### src/rtl/par_sram_pkg.sv
package par_sram_pkg;
    localparam int LANES  = 4;
    localparam int LANE_W = 8;
    localparam int WORD_W = LANES * LANE_W;

    typedef enum logic [1:0] {
        SZ_BYTE = 2'd0,
        SZ_HALF = 2'd1,
        SZ_WORD = 2'd2,
        SZ_WIDE = 2'd3
    } acc_size_e;

    typedef enum logic {
        ST_IDLE = 1'b0,
        ST_RESP = 1'b1
    } rsp_state_e;

    function automatic logic [LANES-1:0] lane_mask(acc_size_e sz, logic [1:0] off);
        logic [LANES-1:0] m;
        unique case (sz)
            SZ_BYTE: m = 4'b0001 << off;
            SZ_HALF: m = off[1] ? 4'b1100 : 4'b0011;
            default: m = 4'b1111;
        endcase
        return m;
    endfunction
endpackage

### src/rtl/par_lane_gen.sv
module par_lane_gen #(
    parameter int LANES  = 4,
    parameter int LANE_W = 8
) (
    input  logic [LANES*LANE_W-1:0] data,
    input  logic                    term,
    output logic [LANES-1:0]        par
);
    for (genvar g = 0; g < LANES; g++) begin : g_lane
        assign par[g] = (^data[g*LANE_W +: LANE_W]) ^ term;
    end
endmodule

### src/rtl/par_ram_store.sv
module par_ram_store #(
    parameter int IDX_W  = 4,
    parameter int LANES  = 4,
    parameter int LANE_W = 8
) (
    input  logic                    clk,
    input  logic                    rst_n,
    input  logic                    wr_en,
    input  logic [IDX_W-1:0]        wr_idx,
    input  logic [LANES-1:0]        wr_lanes,
    input  logic [LANES*LANE_W-1:0] wr_data,
    input  logic [LANES-1:0]        wr_par,
    input  logic [IDX_W-1:0]        rd_idx,
    output logic [LANES*LANE_W-1:0] rd_data,
    output logic [LANES-1:0]        rd_par
);
    localparam int DEPTH = 1 << IDX_W;

    logic [LANES*LANE_W-1:0] data_mem [DEPTH];
    logic [LANES-1:0]        par_mem  [DEPTH];

    always_ff @(posedge clk or negedge rst_n) begin
        if (!rst_n) begin
            for (int w = 0; w < DEPTH; w++) begin
                data_mem[w] <= '0;
                par_mem[w]  <= {LANES{^(IDX_W'(w))}};
            end
        end else if (wr_en) begin
            for (int k = 0; k < LANES; k++) begin
                if (wr_lanes[k]) begin
                    data_mem[wr_idx][k*LANE_W +: LANE_W] <= wr_data[k*LANE_W +: LANE_W];
                    par_mem[wr_idx][k]                   <= wr_par[k];
                end
            end
        end
    end

    assign rd_data = data_mem[rd_idx];
    assign rd_par  = par_mem[rd_idx];
endmodule

### src/rtl/par_err_track.sv
module par_err_track (
    input  logic clk,
    input  logic rst_n,
    input  logic hit,
    input  logic clr,
    output logic flag
);
    always_ff @(posedge clk or negedge rst_n) begin
        if (!rst_n) flag <= 1'b0;
        else        flag <= hit | (flag & ~clr);
    end

    // a detected error always leaves the flag set
    p_hit_sets_flag_r8: assert property (@(posedge clk) disable iff (!rst_n)
        hit |=> flag);
    // without a clear the flag is held
    p_flag_holds_r8: assert property (@(posedge clk) disable iff (!rst_n)
        (flag && !clr) |=> flag);
    // a clear with no error drops the flag
    p_clear_drops_r8: assert property (@(posedge clk) disable iff (!rst_n)
        (clr && !hit) |=> !flag);
endmodule

### src/rtl/par_sram_guard.sv
module par_sram_guard
    import par_sram_pkg::*;
#(
    parameter int IDX_W      = 4,
    parameter int PROT_WORDS = 8
) (
    input  logic               clk,
    input  logic               rst_n,
    input  logic               req,
    input  logic               we,
    input  logic [1:0]         size,
    input  logic [IDX_W+1:0]   addr,
    input  logic [WORD_W-1:0]  wdata,
    input  logic               chk_en,
    input  logic               bypass,
    input  logic               lock,
    input  logic               clr_flag,
    output logic [WORD_W-1:0]  rdata,
    output logic               rvalid,
    output logic               err_nmi,
    output logic               err_brk,
    output logic               err_flag
);
    logic [IDX_W-1:0]  word_idx;
    logic [1:0]        lane_off;
    logic              addr_term;
    logic [LANES-1:0]  wr_lanes;
    logic [LANES-1:0]  wr_par;
    logic [LANES-1:0]  chk_par;
    logic [LANES-1:0]  st_par;
    logic [WORD_W-1:0] st_data;
    logic              rd_acc;
    logic              wr_acc;
    logic              in_region;
    logic              hit_now;

    rsp_state_e        state_q, state_d;
    logic [WORD_W-1:0] rdata_q;
    logic              hit_q;
    logic              lock_q;

    assign word_idx  = addr[IDX_W+1:2];
    assign lane_off  = addr[1:0];
    assign addr_term = bypass ? 1'b0 : ^word_idx;
    assign wr_lanes  = lane_mask(acc_size_e'(size), lane_off);
    assign rd_acc    = req & ~we;
    assign wr_acc    = req & we;
    assign in_region = int'(word_idx) < PROT_WORDS;

    par_lane_gen #(.LANES(LANES), .LANE_W(LANE_W)) u_wgen (
        .data(wdata), .term(addr_term), .par(wr_par)
    );

    par_ram_store #(.IDX_W(IDX_W), .LANES(LANES), .LANE_W(LANE_W)) u_store (
        .clk(clk), .rst_n(rst_n),
        .wr_en(wr_acc), .wr_idx(word_idx), .wr_lanes(wr_lanes),
        .wr_data(wdata), .wr_par(wr_par),
        .rd_idx(word_idx), .rd_data(st_data), .rd_par(st_par)
    );

    par_lane_gen #(.LANES(LANES), .LANE_W(LANE_W)) u_rgen (
        .data(st_data), .term(addr_term), .par(chk_par)
    );

    assign hit_now = rd_acc & chk_en & in_region & (|(chk_par ^ st_par));

    par_err_track u_flag (
        .clk(clk), .rst_n(rst_n), .hit(hit_now), .clr(clr_flag), .flag(err_flag)
    );

    always_comb begin
        state_d = rd_acc ? ST_RESP : ST_IDLE;
    end

    always_ff @(posedge clk or negedge rst_n) begin
        if (!rst_n) begin
            state_q <= ST_IDLE;
            rdata_q <= '0;
            hit_q   <= 1'b0;
            lock_q  <= 1'b0;
        end else begin
            state_q <= state_d;
            if (rd_acc) begin
                rdata_q <= st_data;
                hit_q   <= hit_now;
                lock_q  <= lock;
            end
        end
    end

    always_comb begin
        rdata = rdata_q;
        unique case (state_q)
            ST_IDLE: begin
                rvalid  = 1'b0;
                err_nmi = 1'b0;
                err_brk = 1'b0;
            end
            ST_RESP: begin
                rvalid  = 1'b1;
                err_nmi = hit_q;
                err_brk = hit_q & lock_q;
            end
        endcase
    end

    // every read gets a response in the next cycle
    p_read_resp_r2: assert property (@(posedge clk) disable iff (!rst_n)
        rd_acc |=> rvalid);
    // no response without a read
    p_no_spur_resp_r2: assert property (@(posedge clk) disable iff (!rst_n)
        !rd_acc |=> !rvalid);
    // an error pulse only accompanies read data
    p_nmi_with_data_r5: assert property (@(posedge clk) disable iff (!rst_n)
        err_nmi |-> rvalid);
    // disabled checking stays quiet
    p_disabled_quiet_r6: assert property (@(posedge clk) disable iff (!rst_n)
        (rd_acc && !chk_en) |=> !err_nmi);
    // outside the protected region no error is reported
    p_region_quiet_r7: assert property (@(posedge clk) disable iff (!rst_n)
        (rd_acc && !in_region) |=> !err_nmi);
    // the sticky flag is up whenever the pulse is
    p_flag_with_nmi_r8: assert property (@(posedge clk) disable iff (!rst_n)
        err_nmi |-> err_flag);
    // break needs an error and the lock
    p_brk_needs_nmi_r9: assert property (@(posedge clk) disable iff (!rst_n)
        err_brk |-> err_nmi);
    p_brk_unlocked_r9: assert property (@(posedge clk) disable iff (!rst_n)
        (rd_acc && !lock) |=> !err_brk);
endmodule

### config.mk
export PLATFORM = sky130hd
export DESIGN_NAME = par_sram_guard
export DESIGN_NICKNAME = d
export VERILOG_FILES = /design/src/rtl/par_sram_pkg.sv /design/src/rtl/par_lane_gen.sv /design/src/rtl/par_ram_store.sv /design/src/rtl/par_err_track.sv /design/src/rtl/par_sram_guard.sv
export SDC_FILE = /design/constraint.sdc
export NUM_CORES = 1
export LEC_CHECK = 0
export BUFFER_PORTS_ARGS = -buffer_cell sky130_fd_sc_hd__buf_2
export CORE_MARGIN = 10
export CORE_UTILIZATION = 43
export DETAILED_ROUTE_END_ITERATION = 7
export HOLD_SLACK_MARGIN = 0.08
export PLACE_DENSITY = 0.64
export SYNTH_ARGS = -nofsm -noshare
export SYNTH_HDL_FRONTEND = slang
export SYNTH_HIERARCHICAL = 1
export SYNTH_SLANG_ARGS = --single-unit
### constraint.sdc
create_clock -name clk -period 2.46 [get_ports clk]
set_input_delay 0.123 -clock clk [delete_from_list [all_inputs] [get_ports clk]]
set_output_delay 0.123 -clock clk [all_outputs]
set_load 0.02 [all_outputs]
==> impl_metrics.env <==
export IMPL_status="finished with violations"
export IMPL_failed_checks="setup timing"
export IMPL_timing_final_crit_share_pct=116
export IMPL_grt_pass1_vias=18120
export IMPL_root_buffer="clkbuf_16"
export IMPL_r2r_end="u_flag/flag"
export IMPL_ios=84
export IMPL_synth_edff_count=0
export IMPL_cts_max_level=3
export IMPL_stdcell_count=2948
export IMPL_fp_dieH_um=276
export IMPL_core_area_mm2=0.0647
export IMPL_firstDrtPassIters=5
export IMPL_ant_nets=0
export IMPL_cts_sink_count=612
export IMPL_antenna_found_initial=3
export IMPL_tightest_slew_ns=0.897
export IMPL_r2r_start="u_store/data_mem[164]"
export IMPL_synth_ff_type="dfrtp_1"
export IMPL_cts_tree="done"
export IMPL_die_w_um=276
export IMPL_start_util_pct=43.6
export IMPL_worst_path_largest_cell_delay_ns=0.52
export IMPL_setup_viol=2
export IMPL_place_hpwl_mm=45.9
export IMPL_final_common_cell="mux2_2"
export IMPL_p_int_uw=22100
export IMPL_reg2reg_slack_ns=-0.40
export IMPL_clkPwrFrac_pct=34.8
export IMPL_worstSetupStartpointType="flip-flop"
export IMPL_fp_dieArea_mm2=0.0762
export IMPL_power_density_mw_per_mm2=879
export IMPL_rsz0062_at_grt="true"
export IMPL_grt_pass1_wl_mm=111
export IMPL_overflow=0
export IMPL_drt_initial_drc_count=1029
export IMPL_gp_congestion=0.802
export IMPL_n_antenna_cell=0
export IMPL_cp_end_kind="flip-flop"
export IMPL_pwr_share_comb_pct=21.1
export IMPL_via_per_inst=5.53
export IMPL_clockBufferDepth=3
export IMPL_p_leak_uw=0.0155
export IMPL_worstPathCellList="mux4_2 -> a22oi_2 -> nand2_2 -> xnor2_1 -> xnor3_2 -> xnor2_4 -> xor2_4 -> nor4_4 -> nor2_1 -> a21o_1"
export IMPL_r2r_cells=10
export IMPL_fin_area_mm2=0.0340
export IMPL_peakVddDrop_mv=0.453
export IMPL_regArea_mm2=0.0154
export IMPL_synthArstFlopShare_pct=100
export IMPL_p_switching_uw=7710
export IMPL_syn_area_mm2=0.0282
export IMPL_final_hold_violation_count=0
export IMPL_required_ns=2.95
export IMPL_max_cap_violations=0
export IMPL_synthCells=1751
export IMPL_port_buffers=83
export IMPL_max_freq_ghz=0.350
export IMPL_arrival_ns=3.35
export IMPL_ys_seq_area_share_pct=54.5
export IMPL_path_class="flip-flop to flip-flop"
export IMPL_worstPathMaxFanout=2
export IMPL_p_sw_share_pct=25.8
export IMPL_clock_latency_ns=0.60
export IMPL_clk_pin_slew_ns=0.07
export IMPL_num_rows=93
export IMPL_grt_max_degree=91
export IMPL_routed_wl_mm=70.6
export IMPL_syn2layout_area_growth_pct=20.6
export IMPL_post_drt_wl_per_cell_um=23.9
export IMPL_yosysWarningCount=6
export IMPL_syn_avg_cell_area_um2=16.1
export IMPL_final_net_count=2088
export IMPL_setup_ws_ns=-0.400
export IMPL_finClkSkew_ns=0.0165
export IMPL_slew_headroom_pct=40.2
export IMPL_drc=0
export IMPL_fillerInstances=5379
export IMPL_synth_cell_types=38
export IMPL_cts_inserted_buffers=67
export IMPL_synth_seq_cells=612
export IMPL_finalCriticalPeriod_ns=2.86
export IMPL_grt_util_all_layers_pct=18.9
export IMPL_drive_above_1_share_pct=61.4
export IMPL_layout_common_cells="mux2_2 (582), dfrtp_1 (580), buf_4 (177)"
export IMPL_hp_class="primary input to asynchronous set/reset pin"
export IMPL_multi_input_area_mm2=0.0125
export IMPL_worst_path_max_delay_cell="xnor3_2"
export IMPL_drv_slew=0
export IMPL_pwr_share_seq_pct=44.0
export IMPL_dpl_cell_area_mm2=0.0310
export IMPL_vias=16299
export IMPL_dpl_cell_count=2785
export IMPL_synth_nets=1799
synthesized netlist by cell type (2+ instances only):
cell type	number	share of area (%)
dfstp_2	32	3.0
mux2_4	27	1.4
mux4_2	144	12
dfrtp_1	580	52
xnor2_2	8	0.46
buf_2	16	0.28
a22oi_1	72	1.9
nand4b_1	8	0.25
xnor2_1	35	1.1
buf_12	4	0.28
buf_4	10	0.27
xor2_1	12	0.37
clkbuf_1	63	0.84
inv_1	3	0.040
xnor3_1	8	0.64
mux2_2	582	23
nand4_1	4	0.089
nand3_2	3	0.11
nand2b_1	2	0.044
o21bai_1	4	0.11
nor2_2	48	1.1
nor2_1	5	0.067
nand2_1	49	0.65
buf_1	11	0.15
nor2b_1	5	0.11
and2_1	2	0.044
nor4bb_1	3	0.11
stage by stage:
step	setup TNS [ns]	total power, uW	worst slack (ns)	hold slack (ns)	util [%]
after CTS	-0.693	30100	-0.394	0.110	52.4
after global routing	-1.02	31300	-0.531	0.151	52.5
after floorplan	-0.433	17100	-0.263	-0.173	-
final	-0.718	29900	-0.400	0.109	52.5
after detailed placement	-25.32	19200	-0.956	0.147	48.0
after global placement	-25.50	18900	-0.948	0.141	48.0
worst max-delay path by stage:
stage / start / to / depth (start not counted)
floorplan: addr[2] / u_flag/flag / 13
global placement: addr[2] / u_flag/flag / 13
detailed placement: addr[2] / u_flag/flag / 13
CTS: u_store/data_mem[493] / u_flag/flag / 10
global route: u_store/data_mem[402] / u_flag/flag / 10
finish: u_store/data_mem[164] / u_flag/flag / 10
cell families after synthesis:
group / count (synthesis) / synth area share, %
AND/OR/NAND/NOR: 137 / 2.77
AO/OA/AOI/OAI: 78 / 2.07
multiplexers: 753 / 36.2
flip-flops: 612 / 54.5
buffers and inverters: 108 / 1.90
XOR/XNOR: 63 / 2.56
layout make-up:
type	count	share of cell area [%]
Clock buffer	108	6.29
Clock inverter	14	0.508
Inverter	3	0.0331
Multi-Input combinational cell	1031	36.9
Sequential cell	612	45.2
Tap cell	855	3.15
Timing Repair Buffer	325	7.92
state kept, by name, summed over array words and instances (netlist names):
name              flops
hit_q                 1
rdata                32
u_store/par_mem      64
u_flag/flag           1
lock_q                1
state_q               1
u_store/data_mem    512
worst max-delay path: cells and delay by family (launching register included):
family / cells / cell delay (ns)
AOI/OAI and AO/OA: 2 / 0.41
DFF: 1 / 0.38
and+or+nand+nor: 3 / 0.46
muxes: 1 / 0.47
xor gates and xnor gates: 4 / 1.03
per-layer routing:
layer  routed length (um)  share of wire (%)  track usage, %
met1                31400                 44            25.2
met4                 1400                2.0            5.39
met2                35200                 50            32.0
met5                   21              0.030               0
met3                 2560                3.6            2.73
power groups by stage:
stage          registers (uW)  clock network [uW]  logic (uW)
5_1_grt                 13400               11100        6790
3_3_place_gp            13200                   0        5760
4_1_cts                 13100               10700        6270
3_5_place_dp            13300                   0        5920
6_report                13100               10400        6310
2_1_floorplan           13100                   0        3960
timing repair:
action	in CTS	in global routing
gates resized for setup	24	20
hold buffers	38	0
pin swaps	16	13
endpoints found under the setup margin	2	2
setup buffers	3	2
cloned	0	0
endpoints found under the hold margin	967	0
(Power assumes the default switching activity.)
